**src/rtl/npq_pkg.sv**
```systemverilog
package npq_pkg;
  localparam int DW_W        = 32;
  localparam int SLOT_DW     = 4;
  localparam int SLOT_W      = DW_W * SLOT_DW;
  localparam int DATA_HDR_DW = 3;
  localparam int DATA_LEN_DW = 1;

  typedef enum logic [1:0] {
    NPK_MEM_RD   = 2'b00,
    NPK_OTHER_RD = 2'b01,
    NPK_IO_WR    = 2'b10,
    NPK_CFG_WR   = 2'b11
  } np_kind_e;

  typedef struct packed {
    np_kind_e            kind;
    logic                has_data;
    logic [SLOT_W-1:0]   slot;
  } np_entry_t;
endpackage

```
**src/rtl/np_req_classify.sv**
```systemverilog
module np_req_classify
  import npq_pkg::*;
#(
  parameter int LEN_W = 10,
  parameter int HDR_W = 3
) (
  input  np_kind_e          kind,
  input  logic [HDR_W-1:0]  hdr_dw,
  input  logic [LEN_W-1:0]  len,
  output logic              carries_data,
  output logic              bad_shape
);
  localparam logic [HDR_W-1:0] HDR_OK = HDR_W'(DATA_HDR_DW);
  localparam logic [LEN_W-1:0] LEN_OK = LEN_W'(DATA_LEN_DW);

  always_comb begin
    unique case (kind)
      NPK_IO_WR, NPK_CFG_WR: carries_data = 1'b1;
      default:               carries_data = 1'b0;
    endcase
    bad_shape = carries_data && ((hdr_dw != HDR_OK) || (len != LEN_OK));
  end
endmodule

```
**src/rtl/np_slot_store.sv**
```systemverilog
module np_slot_store
  import npq_pkg::*;
#(
  parameter int DEPTH = 8
) (
  input  logic       clk,
  input  logic       rst_n,
  input  logic       push,
  input  np_entry_t  din,
  input  logic       pop,
  output np_entry_t  dout,
  output logic       full_q,
  output logic       empty_q
);
  localparam int PTR_W = (DEPTH > 1) ? $clog2(DEPTH) : 1;
  localparam int CNT_W = $clog2(DEPTH + 1);
  localparam bit POW2  = (DEPTH > 1) && ((DEPTH & (DEPTH - 1)) == 0);

  np_entry_t        mem [DEPTH];
  logic [PTR_W-1:0] wr_ptr, rd_ptr, wr_inc, rd_inc;
  logic [CNT_W-1:0] cnt, cnt_n;

  generate
    if (POW2) begin : g_pow2
      assign wr_inc = wr_ptr + PTR_W'(1);
      assign rd_inc = rd_ptr + PTR_W'(1);
    end else begin : g_wrap
      assign wr_inc = (wr_ptr == PTR_W'(DEPTH - 1)) ? '0 : wr_ptr + PTR_W'(1);
      assign rd_inc = (rd_ptr == PTR_W'(DEPTH - 1)) ? '0 : rd_ptr + PTR_W'(1);
    end
  endgenerate

  assign cnt_n = cnt + CNT_W'(push) - CNT_W'(pop);
  assign dout  = mem[rd_ptr];

  always_ff @(posedge clk) begin
    if (push) mem[wr_ptr] <= din;
  end

  always_ff @(posedge clk) begin
    if (!rst_n) begin
      wr_ptr  <= '0;
      rd_ptr  <= '0;
      cnt     <= '0;
      full_q  <= 1'b0;
      empty_q <= 1'b1;
    end else begin
      if (push) wr_ptr <= wr_inc;
      if (pop)  rd_ptr <= rd_inc;
      cnt     <= cnt_n;
      full_q  <= (cnt_n == CNT_W'(DEPTH));
      empty_q <= (cnt_n == '0);
    end
  end
endmodule

```
**src/rtl/np_credit_ret.sv**
```systemverilog
module np_credit_ret (
  input  logic clk,
  input  logic rst_n,
  input  logic popped,
  input  logic dropped,
  output logic credit_q,
  output logic drop_q
);
  always_ff @(posedge clk) begin
    if (!rst_n) begin
      credit_q <= 1'b0;
      drop_q   <= 1'b0;
    end else begin
      credit_q <= popped;
      drop_q   <= dropped;
    end
  end
endmodule

```
**src/rtl/np_req_queue.sv**
```systemverilog
module np_req_queue
  import npq_pkg::*;
#(
  parameter int DEPTH = 8,
  parameter int LEN_W = 10,
  parameter int HDR_W = 3
) (
  input  logic              clk,
  input  logic              rst_n,
  input  logic              in_valid,
  output logic              in_ready,
  input  logic [1:0]        in_kind,
  input  logic [HDR_W-1:0]  in_hdr_dw,
  input  logic [LEN_W-1:0]  in_len,
  input  logic [SLOT_W-1:0] in_slot,
  output logic              out_valid,
  input  logic              out_ready,
  output logic [1:0]        out_kind,
  output logic              out_has_data,
  output logic [SLOT_W-1:0] out_slot,
  output logic              full,
  output logic              empty,
  output logic              malformed,
  output logic              credit_rel
);
  np_kind_e  kind_in;
  logic      carries_data, bad_shape;
  logic      accept, push, pop;
  np_entry_t wr_entry, rd_entry;

  assign kind_in = np_kind_e'(in_kind);

  np_req_classify #(.LEN_W(LEN_W), .HDR_W(HDR_W)) u_cls (
    .kind         (kind_in),
    .hdr_dw       (in_hdr_dw),
    .len          (in_len),
    .carries_data (carries_data),
    .bad_shape    (bad_shape)
  );

  assign out_valid = !empty;
  assign pop       = out_valid && out_ready;
  assign in_ready  = !full || pop;
  assign accept    = in_valid && in_ready;
  assign push      = accept && !bad_shape;

  always_comb begin
    wr_entry.kind     = kind_in;
    wr_entry.has_data = carries_data;
    wr_entry.slot     = in_slot;
  end

  np_slot_store #(.DEPTH(DEPTH)) u_store (
    .clk     (clk),
    .rst_n   (rst_n),
    .push    (push),
    .din     (wr_entry),
    .pop     (pop),
    .dout    (rd_entry),
    .full_q  (full),
    .empty_q (empty)
  );

  assign out_kind     = rd_entry.kind;
  assign out_has_data = rd_entry.has_data;
  assign out_slot     = rd_entry.slot;

  np_credit_ret u_cred (
    .clk      (clk),
    .rst_n    (rst_n),
    .popped   (pop),
    .dropped  (accept && bad_shape),
    .credit_q (credit_rel),
    .drop_q   (malformed)
  );
endmodule

```
**config.mk**
```make
export PLATFORM = sky130hd
export DESIGN_NAME = np_req_queue
export DESIGN_NICKNAME = d
export VERILOG_FILES = /design/src/rtl/npq_pkg.sv /design/src/rtl/np_req_classify.sv /design/src/rtl/np_slot_store.sv /design/src/rtl/np_credit_ret.sv /design/src/rtl/np_req_queue.sv
export SDC_FILE = /design/constraint.sdc
export NUM_CORES = 1
export LEC_CHECK = 0
export ABC_CLOCK_PERIOD_IN_PS = 14090
export BUFFER_PORTS_ARGS = -buffer_cell sky130_fd_sc_hd__buf_2
export CORE_MARGIN = 4
export CORE_UTILIZATION = 45
export DETAILED_ROUTE_END_ITERATION = 16
export HOLD_SLACK_MARGIN = 0.03
export PLACE_DENSITY_LB_ADDON = 0.25
export SETUP_SLACK_MARGIN = 0.05
export SYNTH_ARGS = -nofsm -noshare
export SYNTH_HDL_FRONTEND = slang
export SYNTH_HIERARCHICAL = 1
export SYNTH_SLANG_ARGS = --single-unit
```
**constraint.sdc**
```tcl
create_clock -name clk -period 14.09 [get_ports clk]
set_input_delay 0.7045 -clock clk [delete_from_list [all_inputs] [get_ports clk]]
set_output_delay 0.7045 -clock clk [all_outputs]
set_load 0.02 [all_outputs]
```
== Yosys cells after proc, flatten, opt, wreduce, memory -nomap -nowiden ==
Memories as Yosys holds them, arrays and structs flattened. A register that Yosys moved wholly into a read port is not among the register bits.
Cells that the tools add are included.

* Equal/unequal tests: 5
* Muxes and demuxes: 5
* $add $sub $neg: 4
* Reduce and logical (&&, ||, !) cells: 12

{| class="wikitable"
|+ Operator list
! operator !! count
|-
| $ne A10 B1 Y1 const B || 1
|-
| $add A3 B1 Y3 const B || 2
|-
| $mux W3 || 2
|-
| $logic_and A1 B1 Y1 || 5
|-
| $add A4 B1 Y4 || 1
|-
| $eq A2 B2 Y1 const B || 2
|-
| $eq A4 B4 Y1 const B || 1
|-
| $logic_not A4 Y1 || 1
|-
| $sub A4 B1 Y4 || 1
|-
| $logic_not A1 Y1 || 3
|-
| $mux W1 || 3
|-
| $ne A3 B2 Y1 const B || 1
|-
| $logic_or A1 B1 Y1 || 2
|-
| $reduce_or A2 Y1 || 1
|}

* Memories kept: 1
* Word-level logic and storage cells: 34
* Input port bits: 147
* Bits in writable memories: 1048
* Output and inout bits: 137
* Register bits after elaboration: 14

{| class="wikitable"
|+ Memories
! name !! depth !! bits a word !! rd ports !! clocked after memory_dff !! write ports !! RTL line !! source
|-
| u_store.mem || 8 || 131 || 1 || 1 || 1 || np_slot_store.sv:19 || <nowiki>np_entry_t mem [DEPTH];</nowiki>
|}

== Logic depth before layout (Yosys ltp) ==
* Depth after elaboration: 9
* Depth in mapped cells: 9
* Depth with buffers taken out: 9

== By module ==
The synthesis kept the hierarchy.

{| class="wikitable"
|+ Modules (own cells, without submodules)
! module !! seq. area each (µm²) !! cells each !! area an instance (µm²) !! instances
|-
| np_slot_store || 31770.5 || 1586 || 39970.8 || 1
|-
| np_req_classify || 0.0 || 7 || 55.1 || 1
|-
| np_credit_ret || 40.0 || 4 || 52.6 || 1
|-
| np_req_queue || 0.0 || 8 || 45.0 || 1
|}

== Worst setup path before layout ==
No wires, ideal clock.

* Path kind: input to register
* From: input port in_len[2]
* To: memory u_store/mem[4][0] in the netlist's numbering (enable)
* Path buffers: 0
* Slack: 2674 ps
* Data arrival time: 10634 ps
* Stages: 6
* Setup time: 782 ps
* Data required time: 13308 ps
* Cell sequence: nor4_2 -> a41oi_1 -> nand2b_1 -> a21oi_1 -> nand2_1 -> nor3_1

* Cells in the longest elaborated chain, start to end: 7

{| class="wikitable"
|+ Ends and longest elaborated chain
! element !! RTL line !! source
|-
| start: declaration || np_req_queue.sv:14 || <nowiki>input logic [LEN_W-1:0] in_len,</nowiki>
|-
| $ne A10 B1 Y1 || np_req_classify.sv:21 || <nowiki>bad_shape = carries_data && ((hdr_dw != HDR_OK) || (len != LEN_OK));</nowiki>
|-
| $logic_or A1 B1 Y1 || np_req_classify.sv:21 ||
|-
| $logic_and A1 B1 Y1 || np_req_classify.sv:21 ||
|-
| named net bad_shape || np_req_queue.sv:27 || <nowiki>logic carries_data, bad_shape;</nowiki>
|-
| $logic_not A1 Y1 || np_req_queue.sv:45 || <nowiki>assign push = accept && !bad_shape;</nowiki>
|-
| $logic_and A1 B1 Y1 || np_req_queue.sv:45 ||
|-
| named net push || np_req_queue.sv:28 || <nowiki>logic accept, push, pop;</nowiki>
|-
| $mux W1 || np_slot_store.sv:37 || <nowiki>if (push) mem[wr_ptr] <= din;</nowiki>
|-
| $mux W1 (implied by the code) || np_slot_store.sv:37 ||
|-
| end: declaration || np_slot_store.sv:19 ||
|}

The timed path passes the listed nets, and every way through them passes these cells.

==> impl_metrics.toml <==
[outcome]
outcome = "finished, final reports clean"

[logic_synthesis]
synth.avg_cell_area_um2 = 25.0
synth_cell_types = 33
synth_edf_count = 1048
synth_nets = 1759
ys_ff_latch = 1065
seq_area_frac_synth_pct = 79.3
synth_top_area_share_pct = 78.4
yosysTopAreaCell = "edfxtp_1"
yosys_warnings = 6
synthFlopType = "edfxtp_1"
async_flop_share_pct = 0
synth.area.top_cells = "edfxtp_1 78%, mux4_2 15%, mux2_2 3.7%, dfxtp_1 0.85%, buf_6 0.56%"
synthCells = 1605
mappedNetlistArea_mm2 = 0.0401

[job]
drv_cap = 0

[clock_network]
cts-root-buf = "clkbuf_16"
clock_latency_ns = 0.66
post_cts_resized = 0
holdBufCountCts = 0
cts_setup_buffers = 0
cts.sinks = 1065
cts.clk_slew.worst_paths_ns = 0.06
cts_tree = "done"
cts_inserted_buffers = 110
cts_max_level = 3
cts_max_path_buffers = 3

[global_routing]
grt_max_degree = 144
use_met3_pct = 3.97
busiest_layer = "met2"
grt.met1_usage_pct = 24.2
antenna_found_initial = 21
grt_pass1_wl_um = 123000
met2_usage_pct = 28.4
first_global_vias = 19100
grt_overflow = 0
grt_use_total_pct = 17.4

[route]
drt_pass1_iterations = 5
num_vias = 17600
wire_per_inst_um = 25.2
ant_nets = 0
drcViolationCount = 0
vias_per_cell = 5.47
drtIter0Drc = 1515
drt_wl_total_um = 80800

[timing]
slew_headroom_pct = 20.2
grt_setup_unrepaired = "false"
drv_slew = 0
final-setup-viol-count = 0
fin_crit_sh_pct = 36.2
finalWorstSetupSlack_ns = 8.99
min_period_ns = 5.10
timing.fmax_mhz = 196
setup-tns-final_ns = 0
skew_ns = 0.0154
tightest_slew_ns = 1.19
hold_viol = 0

[place]
pre_cts_slack_ns = 8.44
port_buffers = 283
routabilityCongestion = 0.703
dp_hpwl_um = 43100
place_area_mm2 = 0.0429

[finish]
layout_commonest_cell = "edfxtp_1"
drive_gt1_share_pct = 42.4
area_delta_synth_final_pct = 15.5
nets = 2105
stdcell_area_mm2 = 0.0464
layout_common_cells = "1048 x edfxtp_1, 283 x buf_2, 262 x mux4_2"

[die]
io_pins = 284
placementRows = 109
fp.dieW_um = 307
initial_core_util_pct = 45.4
die_y_um = 307
dieArea_mm2 = 0.0940
core-area_mm2 = 0.0884

[worst_setup_path]
cp_max_fo = 48
worstSetupPathType = "reg -> out"
crit_end = "out_slot[115]"
critical_path_required_ns = 13.39
arrival_ns = 4.39
reg2reg_from = "u_store/empty_q"
startpoint_type = "register"
r2r-end = "u_store/mem[1][113]"
cp-end-kind = "output pin"
r2r_slack_ns = 9.69
r2r_cells = 6

[power]
ir_worst_vdd_mv = 0.109
total_power_w = 0.00746
power_density_mw_per_mm2 = 161
leakagePower_nw = 14.6

[min_path]
timing.hold.worst.class = "in -> reg"
-- logic make-up (layout without fill, tap and decap cells) --
family / Yosys count / count (layout) / synth area share [%]
and+or+nand+nor: 42 / 42 / 0.580
other: 0 / 4 / 0
buffers and inverters: 83 / 520 / 1.23
DFF: 1065 / 1065 / 79.3
xor gates and xnor gates: 6 / 6 / 0.131
AOI/OAI and AO/OA: 7 / 7 / 0.109
adders and majority gates: 7 / 7 / 0.237
muxes: 395 / 395 / 18.4
-- flip-flops by register name, summed over array words and instances, names as in the netlist, named ones only --
signal / flops
u_cred/credit_q: 1
u_cred/drop_q: 1
u_store/cnt: 4
u_store/empty_q: 1
u_store/full_q: 1
u_store/mem: 1048
u_store/rd_ptr: 3
u_store/wr_ptr: 3
-- Yosys cell counts, drive strengths merged, types with 2 or more instances --
| cell | count |
|---|---|
| edfxtp | 1048 |
| mux4 | 262 |
| mux2 | 131 |
| buf | 55 |
| clkbuf | 19 |
| dfxtp | 17 |
| nor2 | 13 |
| inv | 8 |
| and2 | 6 |
| ha | 6 |
| nand2 | 6 |
| nand2b | 5 |
| a21oi | 4 |
| nor3 | 4 |
| xnor2 | 3 |
| xor2 | 3 |
| and3 | 2 |
| mux2i | 2 |
| nor4 | 2 |
-- worst min-delay path by stage --
| stage | depth (start not counted) | end | from | slack, ns |
|---|---|---|---|---|
| floorplan | 2 | register | u_store/rd_ptr[2] | 0.48 |
| global placement | 2 | register | u_store/rd_ptr[2] | 0.51 |
| detailed placement | 2 | register | u_store/rd_ptr[2] | 0.53 |
| CTS | 2 | u_store/empty_q | rst_n | 0.24 |
| global route | 2 | u_store/empty_q | rst_n | 0.28 |
| finish | 2 | u_store/empty_q | rst_n | 0.29 |
-- where the power goes --
group          leakage [nW]  total, W  switching [W]  internal, W
clock network          1.70   0.00277        0.00114      0.00163
registers              9.61   0.00361      0.0000505      0.00356
logic                  3.31   0.00109       0.000573     0.000516
total                  14.6   0.00746        0.00176      0.00570
-- cell type report --
cell class	instances	area (µm²)
Antenna cell	4	10.0
Clock buffer	143	2980
Clock inverter	60	503
Fill cell	6828	42000
Inverter	9	33.8
Multi-Input combinational cell	457	7880
Sequential cell	1065	31800
Tap cell	1165	1460
Timing Repair Buffer	308	1670
-- through the flow --
stage / hold slack (ns) / utilization (%) / std cells
floorplan: 0.485 / - / 1605
global placement: 0.510 / 48.5 / 3004
detailed placement: 0.527 / 48.5 / 3004
CTS: 0.239 / 52.4 / 3207
global route: 0.282 / 52.4 / 3207
finish: 0.294 / 52.4 / 3211
-- metal layers --
layer	wire length, µm	share of wire (%)
met1	34200	42
met2	40200	50
met3	5220	6.5
met4	1110	1.4
met5	125	0.15
-- critical path, stage by stage (launching register included) --
cell     delay [ns]
dfxtp_4        1.00
buf_4          0.73
buf_4          0.81
mux4_2         0.61
mux2_2         0.30
buf_2          0.17
(Power assumes the default switching activity.)
